**src/rtl/bmc_audio_pkg.sv**
```systemverilog
package bmc_audio_pkg;
  localparam int SLOTS     = 32;
  localparam int HALVES    = 2 * SLOTS;
  localparam int PRE_SLOTS = 4;
  localparam int V_SLOT    = 28;
  localparam int U_SLOT    = 29;
  localparam int C_SLOT    = 30;
  localparam int P_SLOT    = 31;

  typedef enum logic [1:0] {
    SYNC_BLOCK  = 2'd0,
    SYNC_A      = 2'd1,
    SYNC_B      = 2'd2
  } sync_kind_e;

  // Half-cell patterns relative to a preceding line level of 0, MSB sent first.
  function automatic logic [7:0] sync_pattern(sync_kind_e kind);
    case (kind)
      SYNC_BLOCK: return 8'b1110_1000;
      SYNC_A:     return 8'b1110_0010;
      default:    return 8'b1110_0100;
    endcase
  endfunction
endpackage

```
**src/rtl/bmc_half_tick.sv**
```systemverilog
module bmc_half_tick #(
  parameter int HALF_DIV = 4
) (
  input  logic clk,
  input  logic rst,
  output logic tick
);
  localparam int CW = (HALF_DIV > 1) ? $clog2(HALF_DIV) : 1;
  localparam logic [CW-1:0] LAST = CW'(HALF_DIV - 1);

  logic [CW-1:0] cnt;

  always_ff @(posedge clk) begin
    if (rst) begin
      cnt  <= '0;
      tick <= 1'b0;
    end else begin
      tick <= (cnt == LAST);
      cnt  <= (cnt == LAST) ? '0 : cnt + 1'b1;
    end
  end
endmodule

```
**src/rtl/bmc_bit_bank.sv**
```systemverilog
module bmc_bit_bank #(
  parameter int DEPTH = 384,
  localparam int AW = $clog2(DEPTH)
) (
  input  logic          clk,
  input  logic          we,
  input  logic [AW-1:0] waddr,
  input  logic          wbit,
  input  logic [AW-1:0] raddr,
  output logic          rbit
);
  logic mem [DEPTH];

  // Single write port, registered read: maps onto a block RAM.
  always_ff @(posedge clk) begin
    if (we && (int'(waddr) < DEPTH)) mem[waddr] <= wbit;
    rbit <= mem[raddr];
  end
endmodule

```
**src/rtl/bmc_line_coder.sv**
```systemverilog
module bmc_line_coder
  import bmc_audio_pkg::*;
(
  input  logic        clk,
  input  logic        rst,
  input  logic        tick,
  input  logic        load,
  input  logic [31:0] load_word,
  input  logic [7:0]  load_sync,
  output logic        at_start,
  output logic        line_o
);
  logic [31:0] word_q;
  logic [7:0]  sync_q;
  logic        base_q;
  logic [5:0]  pos;
  logic        running;
  logic [4:0]  slot;
  logic        half;

  assign slot     = pos[5:1];
  assign half     = pos[0];
  assign at_start = !running || (pos == 6'd0);

  always_ff @(posedge clk) begin
    if (rst) begin
      word_q  <= '0;
      sync_q  <= '0;
      base_q  <= 1'b0;
      pos     <= '0;
      running <= 1'b0;
      line_o  <= 1'b0;
    end else if (load) begin
      word_q  <= load_word;
      sync_q  <= load_sync;
      base_q  <= line_o;
      running <= 1'b1;
      pos     <= 6'd1;
      line_o  <= line_o ^ load_sync[7];
    end else if (tick && running && (pos != 6'd0)) begin
      pos <= pos + 6'd1;
      if (int'(slot) < PRE_SLOTS) line_o <= base_q ^ sync_q[~pos[2:0]];
      else if (!half)             line_o <= ~line_o;
      else if (word_q[slot])      line_o <= ~line_o;
    end
  end

  a_r11_quiet_between_ticks: assert property (@(posedge clk) disable iff (rst)
    !tick |=> $stable(line_o));
  a_r3_slot_edge_toggle: assert property (@(posedge clk) disable iff (rst)
    (tick && running && !load && pos >= 6'd8 && !pos[0]) |=> (line_o != $past(line_o)));
  a_r2_sync_returns_level: assert property (@(posedge clk) disable iff (rst)
    (running && pos == 6'd8) |-> (line_o == base_q));
  a_r7_even_parity: assert property (@(posedge clk) disable iff (rst)
    load |-> (^load_word[P_SLOT:PRE_SLOTS] == 1'b0));
endmodule

```
**src/rtl/bmc_audio_tx.sv**
```systemverilog
module bmc_audio_tx
  import bmc_audio_pkg::*;
#(
  parameter int AUDIO_W   = 20,
  parameter int BLOCK_LEN = 384,
  parameter int HALF_DIV  = 4,
  localparam int AW       = $clog2(BLOCK_LEN),
  localparam int AUDIO_LO = V_SLOT - AUDIO_W
) (
  input  logic               clk,
  input  logic               rst,
  input  logic               smp_valid,
  output logic               smp_ready,
  input  logic [AUDIO_W-1:0] smp_data,
  input  logic               inval_a,
  input  logic               inval_b,
  input  logic               meta_we,
  input  logic               meta_bank,
  input  logic [AW-1:0]      meta_addr,
  input  logic               meta_bit,
  output logic               line_o
);
  localparam logic [AW-1:0] POS_LAST = AW'(BLOCK_LEN - 1);

  logic               tick;
  logic               primed;
  logic               at_start;
  logic               load;
  logic [AW-1:0]      sf_pos;
  logic               hold_full;
  logic [AUDIO_W-1:0] hold_data;
  logic [1:0]         bank_rd;
  logic [31:0]        next_word;
  sync_kind_e         next_kind;
  logic [7:0]         next_sync;

  bmc_half_tick #(.HALF_DIV(HALF_DIV)) u_tick (
    .clk  (clk),
    .rst  (rst),
    .tick (tick)
  );

  // Bank 0: channel status, bank 1: user data.
  for (genvar g = 0; g < 2; g++) begin : g_bank
    bmc_bit_bank #(.DEPTH(BLOCK_LEN)) u_bank (
      .clk   (clk),
      .we    (meta_we && (meta_bank == 1'(g))),
      .waddr (meta_addr),
      .wbit  (meta_bit),
      .raddr (sf_pos),
      .rbit  (bank_rd[g])
    );
  end

  // First tick after reset only primes, so bank reads for position 0 are settled.
  assign load      = tick && primed && at_start;
  assign smp_ready = !hold_full;

  always_ff @(posedge clk) begin
    if (rst) begin
      primed <= 1'b0;
      sf_pos <= '0;
    end else begin
      if (tick) primed <= 1'b1;
      if (load) sf_pos <= (sf_pos == POS_LAST) ? '0 : sf_pos + 1'b1;
    end
  end

  always_ff @(posedge clk) begin
    if (rst) begin
      hold_full <= 1'b0;
      hold_data <= '0;
    end else if (!hold_full && smp_valid) begin
      hold_full <= 1'b1;
      hold_data <= smp_data;
    end else if (load) begin
      hold_full <= 1'b0;
    end
  end

  always_comb begin
    next_word = '0;
    if (hold_full) next_word[AUDIO_LO +: AUDIO_W] = hold_data;
    next_word[V_SLOT] = hold_full ? (sf_pos[0] ? inval_b : inval_a) : 1'b1;
    next_word[U_SLOT] = bank_rd[1];
    next_word[C_SLOT] = bank_rd[0];
    next_word[P_SLOT] = ^next_word[P_SLOT-1:PRE_SLOTS];
    if (sf_pos == '0)    next_kind = SYNC_BLOCK;
    else if (!sf_pos[0]) next_kind = SYNC_A;
    else                 next_kind = SYNC_B;
    next_sync = sync_pattern(next_kind);
  end

  bmc_line_coder u_coder (
    .clk       (clk),
    .rst       (rst),
    .tick      (tick),
    .load      (load),
    .load_word (next_word),
    .load_sync (next_sync),
    .at_start  (at_start),
    .line_o    (line_o)
  );

  always_comb begin
    a_r1_pos_in_range: assert (rst || int'(sf_pos) < BLOCK_LEN);
  end

  a_r8_full_blocks_input: assert property (@(posedge clk) disable iff (rst)
    (smp_valid && smp_ready && !load) |=> !smp_ready);
  a_r8_full_holds_data: assert property (@(posedge clk) disable iff (rst)
    (!smp_ready && !load) |=> $stable(hold_data));
  a_r9_underrun_marks_invalid: assert property (@(posedge clk) disable iff (rst)
    (load && smp_ready) |-> (next_word[V_SLOT] && next_word[AUDIO_LO +: AUDIO_W] == '0));
  a_r2_block_start_sync: assert property (@(posedge clk) disable iff (rst)
    (load && sf_pos == '0) |-> (next_sync == 8'b1110_1000));
endmodule

```
**config.mk**
```make
export PLATFORM = sky130hd
export DESIGN_NAME = bmc_audio_tx
export DESIGN_NICKNAME = d
export VERILOG_FILES = /design/src/rtl/bmc_audio_pkg.sv /design/src/rtl/bmc_half_tick.sv /design/src/rtl/bmc_bit_bank.sv /design/src/rtl/bmc_line_coder.sv /design/src/rtl/bmc_audio_tx.sv
export SDC_FILE = /design/constraint.sdc
export NUM_CORES = 1
export LEC_CHECK = 0
export BUFFER_PORTS_ARGS = -buffer_cell sky130_fd_sc_hd__buf_2
export CORE_ASPECT_RATIO = 0.7
export CORE_UTILIZATION = 30
export CTS_BUF_LIST = sky130_fd_sc_hd__clkbuf_4 sky130_fd_sc_hd__clkbuf_8 sky130_fd_sc_hd__clkbuf_16
export CTS_CLUSTER_DIAMETER = 60
export DETAILED_ROUTE_END_ITERATION = 16
export REMOVE_ABC_BUFFERS = 1
export SYNTH_ARGS = -nofsm -noshare
export SYNTH_HDL_FRONTEND = slang
export SYNTH_SLANG_ARGS = --single-unit
```
**constraint.sdc**
```tcl
create_clock -name clk -period 2.9 [get_ports clk]
set_clock_uncertainty 0.05 [all_clocks]
set_input_delay 0.145 -clock clk [delete_from_list [all_inputs] [get_ports clk]]
set_output_delay 0.145 -clock clk [all_outputs]
set_load 0.005 [all_outputs]
```
Word level (Yosys, flattened, before mapping)
Memories as Yosys holds them, arrays and structs flattened. A register that Yosys moved wholly into a read port is not among the register bits. Index checks and enable logic that the tools add are counted. W data, S select, Z words.

RAM bits: 768. Output and inout bits: 2. Bits of input ports: 37. Memories kept: 2. Bits in registers: 75. Bits in read-only memories: 0. Word-level logic and storage cells: 77. Latch bits: 0.

Memories: g_bank[0].u_bank.mem (words 384, width 1, rd ports 1, clocked after Yosys merged registers in 1, wr ports 1, line bmc_bit_bank.sv:12) `logic mem [DEPTH];`; g_bank[1].u_bank.mem (words 384, width 1, rd ports 1, clocked after Yosys merged registers in 1, wr ports 1, line bmc_bit_bank.sv:12).

Divide/modulo/power cells: 0. Bitwise gates (word level): 5. Multiply operators: 0. Multiplexer cells: 24. Eq/ne operators: 4. Reductions and logical operators: 22. Shift operators: 0. $add $sub $neg: 3. Magnitude comparators: 4.

Operators by type and width (count): $reduce_xor A27 Y1 (1); $mux W20 (1); $mux W1 (17); $add A9 B1 Y9 const B (1); $eq A9 B9 Y1 const B (1); $logic_and A1 B1 Y1 (9); $logic_not A9 Y1 (1); $lt A9 B9 Y1 const B (1); $mux W9 (1); $pmux W4 S2 (1); $add A6 B1 Y6 const B (1); $logic_not A6 Y1 (1); $lt A5 B6 Y1 const B (1); $reduce_bool A6 Y1 (1); $bmux W1 S5 (1); $lt A5 B3 Y1 const B (1); $lt A3 B4 Y1 const B (1); $mux W2 (2); $ne A4 B4 Y1 const B (1); $reduce_bool A2 Y1 (2); $reduce_or A2 Y1 (2); $bmux W1 S3 (1); $not A3 Y3 (1); $add A2 B1 Y2 const B (1); other kinds (9) (11).

Longest topological paths before layout
Depth after elaboration: 7. Gate-level depth with buffers: 12. Depth with buffers taken out: 9.

Hierarchy
From an unflattened synthesis, not the netlist that was laid out.

Cells, all modules: 2890. Area, all modules: 37619.8 um2.

Modules (own cells, without submodules): bmc_bit_bank (seq. area each 11551.1 um2, area an instance 16923.7 um2, cells an instance 1237, times used 2); bmc_line_coder (seq. area each 900.9 um2, area an instance 2092.0 um2, cells an instance 209, times used 1); bmc_audio_tx (seq. area each 620.6 um2, area an instance 1576.5 um2, cells an instance 200, times used 1); bmc_half_tick (seq. area each 60.1 um2, area an instance 103.8 um2, cells an instance 7, times used 1).

Worst setup path before layout
Ideal clock, no wire load.

Kind: flip-flop to flip-flop. Start point: register sf_pos[0]. End point: register g_bank[1].u_bank.rbit (read register of g_bank[1].u_bank.mem). Buffers on the path: 3. Required time: 2.715 ns. Arrival time: 2.247 ns. Setup slack: 0.469 ns. Cell stages (with the launch flop): 10. Cell sequence: dfxtp_1 > buf_4 > buf_4 > buf_2 > mux4_2 > mux2_2 > a21oi_1 > o311ai_0 > o211ai_1 > a41oi_1.

RTL lines: from (decl) (line bmc_audio_tx.sv:29) `logic [AW-1:0] sf_pos;`; from (signal assigned) (line bmc_audio_tx.sv:65) `if (load) sf_pos <= (sf_pos == POS_LAST) ? '0 : sf_pos + 1'b1;`; to (decl) (line bmc_bit_bank.sv:10) `output logic rbit`.

==> qor.yml <==
timing.rr.end: "g_bank[0].u_bank.rbit$_DFF_P_"
synth.most_common_cell: "nor2_1"
syn_avg_cell_area_um2: 13.9
timing.critical_path.from: "sf_pos[3]$_SDFFE_PP0P_"
synth_edf_count: 768
clkTransAtPathRegs_ns: 0.06
hold_start: "smp_valid"
holdPathEnd: "hold_full$_SDFFE_PP0P_"
clk_path_buf_depth: 3
p_int_mw: 19.5
grt-ovfl-total: 0
synth.largest_area_cell: "edfxtp_1"
setup_tns_ns: 0
syn_to_final_growth_pct: 16.5
worst_pin_slew_ns: 1.18
ir_worst_vdd_mv: 0.451
gp_congestion: 0.813
p_comb_share_pct: 2.4
fin_area_um2: 42400
drt_wl_total_mm: 99.2
min_period_ns: 2.89
antenna_left: 0
hp-class: "in -> reg"
grt_max_degree: 124
timing.final.crit_share_pct: 99.7
worst_slack_ns: 0.00776
outcome: "finished clean"
worstSetupStartpointType: "flip-flop"
numCtsBuffers: 83
p_seq_share_pct: 53.5
max_slew_margin_pct: 21.2
grt_use_total_pct: 16.1
placed_area_um2: 39200
final_hold_viol_count: 0
syn_area_um2: 36400
fmax_mhz: 346
first_pass_iters: 5
synth_flop_cell: "edfxtp_1"
dp_slack_ns: 0.0979
async_flop_share_pct: 0
dieWidth_um: 418
route.detailed.drc: 0
grt_pass1_vias: 21800
num_rows: 106
synth_commonest_cells: "nor2_1, edfxtp_1, mux4_2"
r2r_slack_ns: 0.008
final_nets: 2753
port-buffer-count: 38
viasPerCell: 5.11
timing.max_cap.violations: 0
cts-root-buf: "clkbuf_16"
routedWlPerCell_um: 22.6
cts_sinks: 840
slew_viol_final: 0
drive_gt1_share_pct: 20.6
r2r.worst_path.cells: 7
rsz0062_at_grt: "false"
netlist_instances: 2609
grt_pass1_wl_mm: 147
yosysWarnings: 0
clock_latency_ns: 0.67
netlist-cell-type-count: 59
crit_arrival_ns: 3.44
vias: 22500
initial_core_util_pct: 30.3
p_switching_mw: 5.20
synth_seq_cells: 840
timing.rr.start: "sf_pos[3]$_SDFFE_PP0P_"
ctsHtreeMaxLevel: 3
required_ns: 3.45
cts_tree: "built"
ios: 39
critical_path_class: "reg -> reg"
fill_cells: 11600
worstSetupEndpointType: "flip-flop"
hold_depth: 5
seq_area_frac_synth_pct: 67.3
path_max_fanout: 17
setup_violations: 0
synth.top_cell.area_share_pct: 63.4
p_clk_share_pct: 44.0
synth_area_leaders: "edfxtp_1, mux4_2, nor2_1"
die_area_um2: 123000
core_area_um2: 120000
antenna_found_initial: 2
p_leak_nw: 12.3
power_density_nw_per_um2: 584
drt_iter0_drc: 3109
swShare_pct: 21.0
hpwl_mm: 58.8
die_h_um: 293
-- worst max path at each step --
stage / slack, ns / depth (start not counted) / endpoint
after floorplan: -7.56 / 4 / g_bank[0].u_bank.rbit$_DFF_P_
after global placement: -0.59 / 7 / g_bank[1].u_bank.rbit$_DFF_P_
after detailed placement: 0.1 / 8 / g_bank[1].u_bank.rbit$_DFF_P_
after CTS: 0.10 / 8 / g_bank[1].u_bank.rbit$_DFF_P_
after global routing: 0.009 / 10 / u_coder.word_q[31]$_SDFFE_PP0P_
final: 0.008 / 7 / g_bank[0].u_bank.rbit$_DFF_P_
-- cells in the final DEF, fill, tap and decap left out, types with 35 or more instances in the layout --
cell type      count
dlygate4sd3_1     47
nand3_1           35
nand2_1          149
a21oi_1           61
edfxtp_1         768
nor2_1           812
buf_4            145
buf_2             38
clkbuf_16         86
mux4_2           209
dfxtp_1           67
-- layer usage --
metal / global-route usage (%) / share of wire (%)
met1: 24.6 / 45
met4: 4.51 / 2.1
met3: 3.16 / 9.7
met2: 23.0 / 43
met5: 0 / 0
-- area by class of cell --
cell class	instances	area, µm²	share of cell area, %
clock buffer	101	2260	5.34
sequential	840	24500	57.9
antenna	1	2.50	0.00591
clock inverter	50	445	1.05
inverter	12	45.0	0.106
tap	1620	2030	4.78
multi-input combinational	1519	10800	25.5
timing repair buffer	255	2250	5.31
-- cell families after synthesis --
| kind of cell | count (synthesis) | share of synthesized area (%) |
|---|---|---|
| AOI/OAI and AO/OA | 159 | 2.89 |
| and+or+nand+nor | 1068 | 11.6 |
| adders and majority gates | 5 | 0.172 |
| muxes | 253 | 14.2 |
| xor gates and xnor gates | 34 | 0.818 |
| buffers and inverters | 250 | 2.99 |
| DFF | 840 | 67.3 |
-- sequential cells by signal, indices dropped and copies added (netlist names) --
register and cells:
g_bank.u_bank.mem 768, g_bank.u_bank.rbit 2, hold_data 20, hold_full 1, primed 1, sf_pos 9
u_coder.base_q 1, u_coder.line_o 1, u_coder.pos 6, u_coder.sync_q 4, u_coder.word_q 24, u_tick.cnt 2
u_tick.tick 1
-- metrics by stage --
| stage | cells | total power, mW | hold slack [ns] | util, % |
|---|---|---|---|---|
| 6_report | 4398 | 24.7 | 0.0614 | 35.3 |
| 5_1_grt | 4398 | 25.4 | 0.0602 | 35.3 |
| 3_3_place_gp | 4198 | 14.0 | 0.339 | 32.7 |
| 4_1_cts | 4397 | 24.9 | 0.0119 | 35.3 |
| 3_5_place_dp | 4199 | 14.0 | 0.344 | 32.7 |
| 2_1_floorplan | 2371 | 13.7 | 0.164 | - |
-- power by group through the flow --
stage                     logic [mW]  registers [mW]  clock network (mW)
after floorplan                0.186            13.5                   0
after global placement         0.534            13.5                   0
after detailed placement       0.541            13.5                   0
after CTS                      0.593            13.2                11.1
after global routing           0.654            13.2                11.5
final                          0.606            13.2                10.9
-- critical path, cell delays in order, from the launching register on --
cell and delay, ns:
dfxtp_2 0.50, buf_4 0.27, nor2_1 0.89, a22oi_1 0.36, a311oi_1 0.30, a31oi_1 0.11
buf_4 0.18, a31oi_1 0.16
-- timing repair --
item | 4_1_cts | 5_1_grt
buffers inserted | 0 | 0
hold endpoints to repair | 107 | 0
gates resized for setup | 0 | 5
endpoints found under the setup margin | 0 | 2
hold buffers | 47 | 0
No activity file was read; power rests on OpenSTA's default activity.
